**config.mk**
```make
export PLATFORM = sky130hd
export DESIGN_NAME = opsig_collector
export DESIGN_NICKNAME = d
export VERILOG_FILES = /design/src/rtl/opsig_pkg.sv /design/src/rtl/opsig_reg_cell.sv /design/src/rtl/opsig_signature.sv /design/src/rtl/opsig_bus_mux.sv /design/src/rtl/opsig_collector.sv
export SDC_FILE = /design/constraint.sdc
export NUM_CORES = 1
export LEC_CHECK = 0
export ABC_AREA = 1
export BUFFER_PORTS_ARGS = -buffer_cell sky130_fd_sc_hd__clkbuf_2
export CAP_MARGIN = 20
export CELL_PAD_IN_SITES_DETAIL_PLACEMENT = 2
export CELL_PAD_IN_SITES_GLOBAL_PLACEMENT = 2
export CORE_MARGIN = 1.5
export CORE_UTILIZATION = 29
export CTS_BUF_LIST = sky130_fd_sc_hd__clkbuf_4
export CTS_CLUSTER_DIAMETER = 40
export DETAILED_ROUTE_END_ITERATION = 10
export GPL_ROUTABILITY_DRIVEN = 0
export GPL_TIMING_DRIVEN = 0
export HOLD_SLACK_MARGIN = 0.12
export PLACE_DENSITY = 0.95
export SYNTH_ARGS = -nofsm -noshare
export SYNTH_HDL_FRONTEND = slang
export SYNTH_SLANG_ARGS = --single-unit
```
**constraint.sdc**
```tcl
create_clock -name clk -period 1.76 [get_ports clk]
set_input_delay 0.264 -clock clk [delete_from_list [all_inputs] [get_ports clk]]
set_output_delay 0.264 -clock clk [all_outputs]
set_load 0.05 [all_outputs]
```
**src/rtl/opsig_pkg.sv**
```systemverilog
`timescale 1ns/1ps
package opsig_pkg;
  typedef enum logic [1:0] {
    RW_HOLD  = 2'b00,
    RW_LOAD  = 2'b01,
    RW_CAPT  = 2'b10,
    RW_DRIVE = 2'b11
  } rw_code_e;
endpackage

```
**src/rtl/opsig_reg_cell.sv**
```systemverilog
`timescale 1ns/1ps
module opsig_reg_cell
  import opsig_pkg::*;
#(
  parameter int DATA_W = 8
) (
  input  logic              clk,
  input  logic              rst_n,
  input  logic              test_mode,
  input  logic              sel,
  input  logic [1:0]        rw_code,
  input  logic [DATA_W-1:0] bus_wdata,
  input  logic [DATA_W-1:0] func_in,
  output logic [DATA_W-1:0] q
);
  logic load_ev;
  logic capt_ev;
  logic pass_ev;

  assign pass_ev = !test_mode;
  assign load_ev = test_mode && sel && (rw_code == RW_LOAD);
  assign capt_ev = test_mode && sel && (rw_code == RW_CAPT);

  always_ff @(posedge clk or negedge rst_n) begin
    if (!rst_n)       q <= '0;
    else if (pass_ev) q <= func_in;
    else if (load_ev) q <= bus_wdata;
    else if (capt_ev) q <= func_in;
  end

  p_follow_r2: assert property (@(posedge clk) disable iff (!rst_n)
    !test_mode |=> q == $past(func_in));
  p_load_r3: assert property (@(posedge clk) disable iff (!rst_n)
    (test_mode && sel && rw_code == RW_LOAD) |=> q == $past(bus_wdata));
  p_hold_r4: assert property (@(posedge clk) disable iff (!rst_n)
    (test_mode && !(sel && (rw_code == RW_LOAD || rw_code == RW_CAPT))) |=> $stable(q));
endmodule

```
**src/rtl/opsig_signature.sv**
```systemverilog
`timescale 1ns/1ps
module opsig_signature #(
  parameter int NUM_OPS = 8
) (
  input  logic               clk,
  input  logic               rst_n,
  input  logic               test_mode,
  input  logic               confirm,
  input  logic               sig_rd,
  input  logic [NUM_OPS-1:0] op_enable,
  input  logic [NUM_OPS-1:0] match,
  output logic [NUM_OPS-1:0] sig_q
);
  logic               rd_ev;
  logic               cf_ev;
  logic [NUM_OPS-1:0] base;
  logic [NUM_OPS-1:0] fail_mask;
  logic [NUM_OPS-1:0] sig_d;

  assign rd_ev = test_mode && sig_rd;
  assign cf_ev = test_mode && confirm;

  function automatic logic [NUM_OPS-1:0] fails(input logic [NUM_OPS-1:0] en,
                                               input logic [NUM_OPS-1:0] ok);
    return en & ~ok;
  endfunction

  always_comb begin
    base      = rd_ev ? {NUM_OPS{1'b1}} : sig_q;
    fail_mask = cf_ev ? fails(op_enable, match) : '0;
    sig_d     = base & ~fail_mask;
  end

  always_ff @(posedge clk or negedge rst_n) begin
    if (!rst_n)         sig_q <= {NUM_OPS{1'b1}};
    else if (test_mode) sig_q <= sig_d;
  end

  p_frozen_r2: assert property (@(posedge clk) disable iff (!rst_n)
    !test_mode |=> $stable(sig_q));
  p_sticky_r7: assert property (@(posedge clk) disable iff (!rst_n)
    !rd_ev |=> ((sig_q & ~$past(sig_q)) == '0));
  p_restore_r8: assert property (@(posedge clk) disable iff (!rst_n)
    (rd_ev && !cf_ev) |=> (sig_q == {NUM_OPS{1'b1}}));

  for (genvar i = 0; i < NUM_OPS; i++) begin : g_bit
    p_fail_r6: assert property (@(posedge clk) disable iff (!rst_n)
      (cf_ev && op_enable[i] && !match[i]) |=> !sig_q[i]);
    p_skip_r6: assert property (@(posedge clk) disable iff (!rst_n)
      (test_mode && !rd_ev && !(cf_ev && op_enable[i] && !match[i])) |=> (sig_q[i] == $past(sig_q[i])));
  end
endmodule

```
**src/rtl/opsig_bus_mux.sv**
```systemverilog
`timescale 1ns/1ps
module opsig_bus_mux #(
  parameter int NUM_OPS = 8,
  parameter int DATA_W  = 8,
  localparam int SEL_W  = (NUM_OPS > 1) ? $clog2(NUM_OPS) : 1
) (
  input  logic [NUM_OPS*DATA_W-1:0] words,
  input  logic [SEL_W-1:0]          sel,
  input  logic                      drive,
  output logic [DATA_W-1:0]         data,
  output logic                      valid
);
  logic [NUM_OPS-1:0] hit;

  for (genvar i = 0; i < NUM_OPS; i++) begin : g_hit
    assign hit[i] = drive && (sel == SEL_W'(i));
  end

  always_comb begin
    data = '0;
    for (int i = 0; i < NUM_OPS; i++)
      if (hit[i]) data = data | words[i*DATA_W +: DATA_W];
  end

  assign valid = |hit;
endmodule

```
**src/rtl/opsig_collector.sv**
```systemverilog
`timescale 1ns/1ps
module opsig_collector
  import opsig_pkg::*;
#(
  parameter int NUM_OPS = 8,
  parameter int DATA_W  = 8,
  localparam int SEL_W  = (NUM_OPS > 1) ? $clog2(NUM_OPS) : 1,
  localparam int FLAT_W = NUM_OPS * DATA_W
) (
  input  logic               clk,
  input  logic               rst_n,
  input  logic               test_mode,
  input  logic [SEL_W-1:0]   sel_op,
  input  logic [1:0]         rw,
  input  logic [DATA_W-1:0]  bus_wdata,
  input  logic [FLAT_W-1:0]  op_result,
  input  logic [NUM_OPS-1:0] op_enable,
  input  logic               confirm,
  input  logic               sig_rd,
  output logic [FLAT_W-1:0]  reg_q,
  output logic [NUM_OPS-1:0] signature,
  output logic [DATA_W-1:0]  bus_rdata,
  output logic               bus_valid
);
  logic [NUM_OPS-1:0] sel_hit;
  logic [NUM_OPS-1:0] match;
  logic               drive_ev;

  function automatic logic words_equal(input logic [DATA_W-1:0] a,
                                       input logic [DATA_W-1:0] b);
    return a == b;
  endfunction

  assign drive_ev = test_mode && (rw == RW_DRIVE);

  for (genvar i = 0; i < NUM_OPS; i++) begin : g_op
    assign sel_hit[i] = (sel_op == SEL_W'(i));
    assign match[i]   = words_equal(op_result[i*DATA_W +: DATA_W], reg_q[i*DATA_W +: DATA_W]);

    opsig_reg_cell #(.DATA_W(DATA_W)) u_cell (
      .clk       (clk),
      .rst_n     (rst_n),
      .test_mode (test_mode),
      .sel       (sel_hit[i]),
      .rw_code   (rw),
      .bus_wdata (bus_wdata),
      .func_in   (op_result[i*DATA_W +: DATA_W]),
      .q         (reg_q[i*DATA_W +: DATA_W])
    );
  end

  opsig_signature #(.NUM_OPS(NUM_OPS)) u_sig (
    .clk       (clk),
    .rst_n     (rst_n),
    .test_mode (test_mode),
    .confirm   (confirm),
    .sig_rd    (sig_rd),
    .op_enable (op_enable),
    .match     (match),
    .sig_q     (signature)
  );

  opsig_bus_mux #(.NUM_OPS(NUM_OPS), .DATA_W(DATA_W)) u_mux (
    .words (reg_q),
    .sel   (sel_op),
    .drive (drive_ev),
    .data  (bus_rdata),
    .valid (bus_valid)
  );

  p_quiet_r5: assert property (@(posedge clk) disable iff (!rst_n)
    !drive_ev |-> (bus_rdata == '0 && !bus_valid));
  p_drive_r5: assert property (@(posedge clk) disable iff (!rst_n)
    (drive_ev && (sel_op < SEL_W'(NUM_OPS - 1) || sel_op == SEL_W'(NUM_OPS - 1))) |-> bus_valid);
  p_drive_hold_r5: assert property (@(posedge clk) disable iff (!rst_n)
    drive_ev |=> $stable(reg_q));
endmodule

```
After elaboration in Yosys (flattened, before gate mapping)
Cells that the tools add are included.
- register bits: 72
- bits of input ports: 90
- equality and inequality tests: 26
- mux-type cells: 34
- bitwise gates (word level): 11
- reduce and logical (&&, ||, !) cells: 37
- operators by type and width (kind ; number):
    $mux W8 ; 34
    $eq A8 B8 Y1 ; 8
    $or A8 B8 Y8 ; 7
    $logic_and A1 B1 Y1 ; 35
    $ne A3 B1 Y1 const B ; 8
    $and A8 B8 Y8 ; 2
    $not A8 Y8 ; 2
    $eq A3 B3 Y1 const B ; 4
    $reduce_or A8 Y1 ; 1
    $eq A3 B2 Y1 const B ; 2
    $eq A2 B2 Y1 const B ; 2
    $eq A3 B1 Y1 const B ; 1
    $logic_not A3 Y1 ; 1
    $eq A2 B1 Y1 const B ; 1

Depth between registers and ports, before layout
- depth in word-level cells: 18
- depth in mapped cells: 9

By module
A second synthesis with hierarchy kept.
- cells, all modules: 1076
- area, all modules: 6458.7 um2
- by module, submodules not included (module ; times used ; cells each ; area an instance (um2) ; sequential area each (um2)):
    opsig_reg_cell ; 8 ; 65 ; 499.2 ; 200.2
    opsig_collector ; 1 ; 364 ; 1383.8 ; 0.0
    opsig_bus_mux ; 1 ; 141 ; 683.2 ; 0.0
    opsig_signature ; 1 ; 51 ; 397.9 ; 210.2

Worst setup path after synthesis
OpenSTA, ideal clock, no wires.
- path type: input -> output
- start point: input rw[1]
- end point: output bus_rdata[4]
- data arrival time: 1427 ps
- data required time: 1496 ps
- slack: 69 ps
- stages: 7
- buffers on the path: 1
- path through: nand3_1 > clkinv_1 > buf_4 > nand3_1 > nand2_1 > nor2_1 > nand2_1
- word-level cells in the longest chain between the ends: 18
- ends and longest elaborated chain (what ; line ; text):
    from (decl) ; opsig_collector.sv:14 ; input logic [1:0] rw,
    $eq A2 B2 Y1 * ; opsig_collector.sv:34 ; assign drive_ev = test_mode && (rw == RW_DRIVE);
    $logic_and A1 B1 Y1 * ; opsig_collector.sv:34 ;
    $logic_and A1 B1 Y1 ; opsig_bus_mux.sv:16 ; assign hit[i] = drive && (sel == SEL_W'(i));
    $mux W8 ; opsig_bus_mux.sv:22 ; if (hit[i]) data = data | words[i*DATA_W +: DATA_W];
    $or A8 B8 Y8 ; opsig_bus_mux.sv:22 ;
    $mux W8 ; opsig_bus_mux.sv:22 ;
    $or A8 B8 Y8 ; opsig_bus_mux.sv:22 ;
    $mux W8 ; opsig_bus_mux.sv:22 ;
    (+2 left out) ; - ;
    $or A8 B8 Y8 ; opsig_bus_mux.sv:22 ;
    $mux W8 ; opsig_bus_mux.sv:22 ;
    $or A8 B8 Y8 ; opsig_bus_mux.sv:22 ;
    $mux W8 ; opsig_bus_mux.sv:22 ;
    $or A8 B8 Y8 ; opsig_bus_mux.sv:22 ;
    $mux W8 ; opsig_bus_mux.sv:22 ;
    $or A8 B8 Y8 ; opsig_bus_mux.sv:22 ;
    $mux W8 * ; opsig_bus_mux.sv:22 ;
    to (decl) ; opsig_collector.sv:22 ; output logic [DATA_W-1:0] bus_rdata,
Mark *: on every way between the ends. The rest lies on a longest branch, timed or not.

Worst setup path after layout
- start point: register g_op[2].u_cell.q[7]
- end point: output bus_rdata[7]
- word-level cells in the longest chain between the ends: 12
- ends and longest elaborated chain (what ; line ; text):
    from (decl) ; opsig_reg_cell.sv:14 ; output logic [DATA_W-1:0] q
    from (signal assigned) ; opsig_reg_cell.sv:26 ; else if (pass_ev) q <= func_in;
    from (signal assigned) ; opsig_reg_cell.sv:27 ; else if (load_ev) q <= bus_wdata;
    from (signal assigned) ; opsig_reg_cell.sv:28 ; else if (capt_ev) q <= func_in;
    $or A8 B8 Y8 * ; opsig_bus_mux.sv:22 ;
    $mux W8 * ; opsig_bus_mux.sv:22 ;
    $or A8 B8 Y8 ; opsig_bus_mux.sv:22 ;
    $mux W8 * ; opsig_bus_mux.sv:22 ;
    $or A8 B8 Y8 ; opsig_bus_mux.sv:22 ;
    $mux W8 * ; opsig_bus_mux.sv:22 ;
    $or A8 B8 Y8 ; opsig_bus_mux.sv:22 ;
    $mux W8 * ; opsig_bus_mux.sv:22 ;
    $or A8 B8 Y8 ; opsig_bus_mux.sv:22 ;
    $mux W8 * ; opsig_bus_mux.sv:22 ;
    $or A8 B8 Y8 ; opsig_bus_mux.sv:22 ;
    $mux W8 * ; opsig_bus_mux.sv:22 ;
Marks and branches as above.

==> metrics.md <==
| Metric | Value |
|---|---|
| Post-Synth Adder-Cell Area | 0% |
| Critical Path Fanout Max | 2 |
| YS warnings | 0 |
| Arrival time worst endpoint | 1630 ps |
| Crit path required time | 1500 ps |
| Maxcap violations | 0 |
| Nets | 1155 |
| Via Count | 7237 |
| Initial antenna violation count | 1 |
| Critical Setup Path Class | flip-flop to primary output |
| Largest family of logic cells by synthesized area | simple AND/OR/NAND/NOR gates |
| Area after DPL | 0.00610 mm² |
| Area growth syn-to-layout | 55.1% |
| R2r setup slk | 200 ps |
| Clock transition at path regs | 170 ps |
| Row cnt | 47 |
| Count leader, synth | nand2_1 |
| Yosys cell types | 23 |
| RSZ-0062 raised after global routing | yes |
| Least-Margin Pin Slew | 792 ps |
| Fmax | 0.529 GHz |
| # setup viols final | 8 |
| Startpoint types | flip-flop |
| Worst VDD drop | 0.364 mV |
| Post-synthesis compound-gate area fraction | 15.0% |
| Die Span X | 134 µm |
| Clk_skew | 36.9 ps |
| Vias per inst | 5.61 |
| Synth Flop Type | dfrtp_1 |
| Relative slew slack | 47.2% |
| Die extent in y | 134 µm |
| CTS tree | done |
| First-pass GRT wire length | 48.1 mm |
| Final WL | 36.7 mm |
| Core box area | 0.0166 mm² |
| Cell taking the most area after synthesis | dfrtp_1 |
| Hold Slack | 116 ps |
| DIE AREA | 0.0179 mm² |
| Dpl ws | -673 ps |
| Seq/Total Area, Yosys | 36.6% |
| Period utilization | 107% |
| Clk sinks | 72 |
| H-tree Lvls | 3 |
| Commonest cells in the synthesized netlist | 289 x nand2_1, 106 x o21ai_0, 83 x inv_1 |
| Remaining global-route overflow | 0 |
| Final Util | 46.2% |
| Cell chosen for the clock root | clkbuf_4 |
| Ys async rst share | 100% |
| Share of cells above drive strength 1 | 39.5% |
| CP Capture Type | primary output |
| Worst Hold Class | primary input to flip-flop |
| Initial Util | 29.8% |
| Clock Path Buffers | 2 |
| Buffers on Ports | 170 |
| DRT iter0 DRCs | 467 |
| Failing checks | negative setup slack |
| Min cycle time layout | 1890 ps |
| Cells after synthesis | 768 |
| Area contributors post-synth | dfrtp_1 32%, nand2_1 22%, o21ai_0 11% |
| Leak | 3.89 nW |
| Top-area cell type share of the netlist area | 32.3% |
| Post-synth EDFFs | 0 |
| Status | finished with violations |
| PD cells | 748 mW/mm² |
| Largest net degree at the start of global routing | 40 |
| Avg Cell Area, Syn | 6.45 µm² |
| DRC | 0 |
| Final worst setup slack | -131 ps |
| Boundary Pins | 171 |
| Total power | 0.00575 W |
| XOR/XNOR Fraction of Synth Area | 7.07% |
| Portion of netlist area occupied by mux cells | 0% |
| Post-DR wirelength/cell | 28.4 µm |
| HPWL Detailed | 18.6 mm |
| First-pass detailed-route iteration total | 5 |
| Seq cells post-synth | 72 |
| Post-Synth Simple-Gate Area | 33.0% |
| GRT Total Usage | 36.1% |
| Hold Fails Final Rpt | 0 |
| Syn_nets | 858 |
| Total CTS buffers | 9 |
| Final instance area | 0.00769 mm² |
| DRT antenna net count | 0 |
| Max Slew Vio Count | 0 |
| Clk Latency, worst-skew pair | 490 ps |
| Vias in the first global route | 7791 |
| Mapped Area | 0.00496 mm² |
sequential cells by signal, summed over array words and instances (netlist names):
register,flops
g_op.u_cell.q,64
u_sig.sig_q,8
per-stage QoR:
stage,TNS [ps],std cells
after floorplan,0,768
after global placement,-24760,1158
after detailed placement,-5210,1159
after CTS,-2.70,1268
after global routing,-852,1291
final,-586,1291
power by group:
part	switching, W	total [W]	internal (W)	leakage [nW]
logic	0.00181	0.00258	0.000778	2.99
registers	0.000193	0.00205	0.00186	0.837
clock network	0.000771	0.00112	0.000345	0.0669
worst paths after layout:
| check | end | cells past startpoint | startpoint |
|---|---|---|---|
| max | bus_rdata[7] | 5 | g_op[2].u_cell.q[7] |
| min | g_op[4].u_cell.q[7] | 3 | op_result[39] |
| max reg2reg | u_sig.sig_q[6] | 7 | g_op[6].u_cell.q[6] |
| min reg2reg | u_sig.sig_q[4] | 2 | u_sig.sig_q[4] |
| max in group asynchronous | u_sig.sig_q[7] | 3 | rst_n |
| min in group asynchronous | g_op[3].u_cell.q[7] | 2 | rst_n |
critical path: stages (launching register included):
cell,delay [ps]
dfrtp_1,440
inv_1,180
o21ai_4,100
nor2_2,160
nand2_2,100
buf_8,160
cell type report:
cell class              count  area, µm²
repair buffers            286       1940
inverters                  91        357
clock inverters             3       12.5
well taps                 220        275
multi-input cells         593       3100
flip-flops and latches     72       1830
plain buffers              12       76.3
fillers                  1962       8950
diodes                      1       2.50
clock buffers              13       97.6
cell usage in the layout, fill, tap and decap left out, types with 2 or more instances in the layout:
cell type        n
o21ai_0         94
dfstp_2          8
clkbuf_4        15
xnor2_1         40
nand2_2         35
dlygate4sd3_1   23
buf_6            4
dfrtp_1         47
nand2_4          3
nand3_4          6
o21ai_4          2
nor2_1          61
buf_12           4
a31oi_1          5
nand3_2         10
o21ai_2          8
o211ai_1         8
o21ai_1         15
o22ai_1          3
buf_2            8
nor2_4          14
nor3_1           9
a21oi_1          8
buf_4           94
inv_1           71
inv_4            2
nand3_1          9
dfrtp_2         17
nor2_2          11
inv_2           16
clkinv_1         2
buf_8            8
clkbuf_2       155
nand2_1        252
repair_timing:
action                     4_1_cts  5_1_grt
hold buffers                    23        0
hold endpoints to repair        51        0
gates cloned                     0        0
setup endpoints to repair        9        8
setup buffers                   70       22
pin swaps                       17       26
resized for setup              112       74
logic make-up (layout without fill, tap and decap cells):
logic type	Yosys count	after routing
buffers and inverters	103	405
other	0	1
AND/OR/NAND/NOR	410	410
flip-flops	72	72
XOR/XNOR	40	40
AO/OA/AOI/OAI	143	143
layer usage:
metal	wire (µm)	part of all wire [%]	GRT usage, %
met1	14000	38	42.1
met2	17900	49	62.4
met3	2450	6.7	7.42
met4	2370	6.5	18.9
met5	0	0	0
Power figures use the tool's default switching activity.
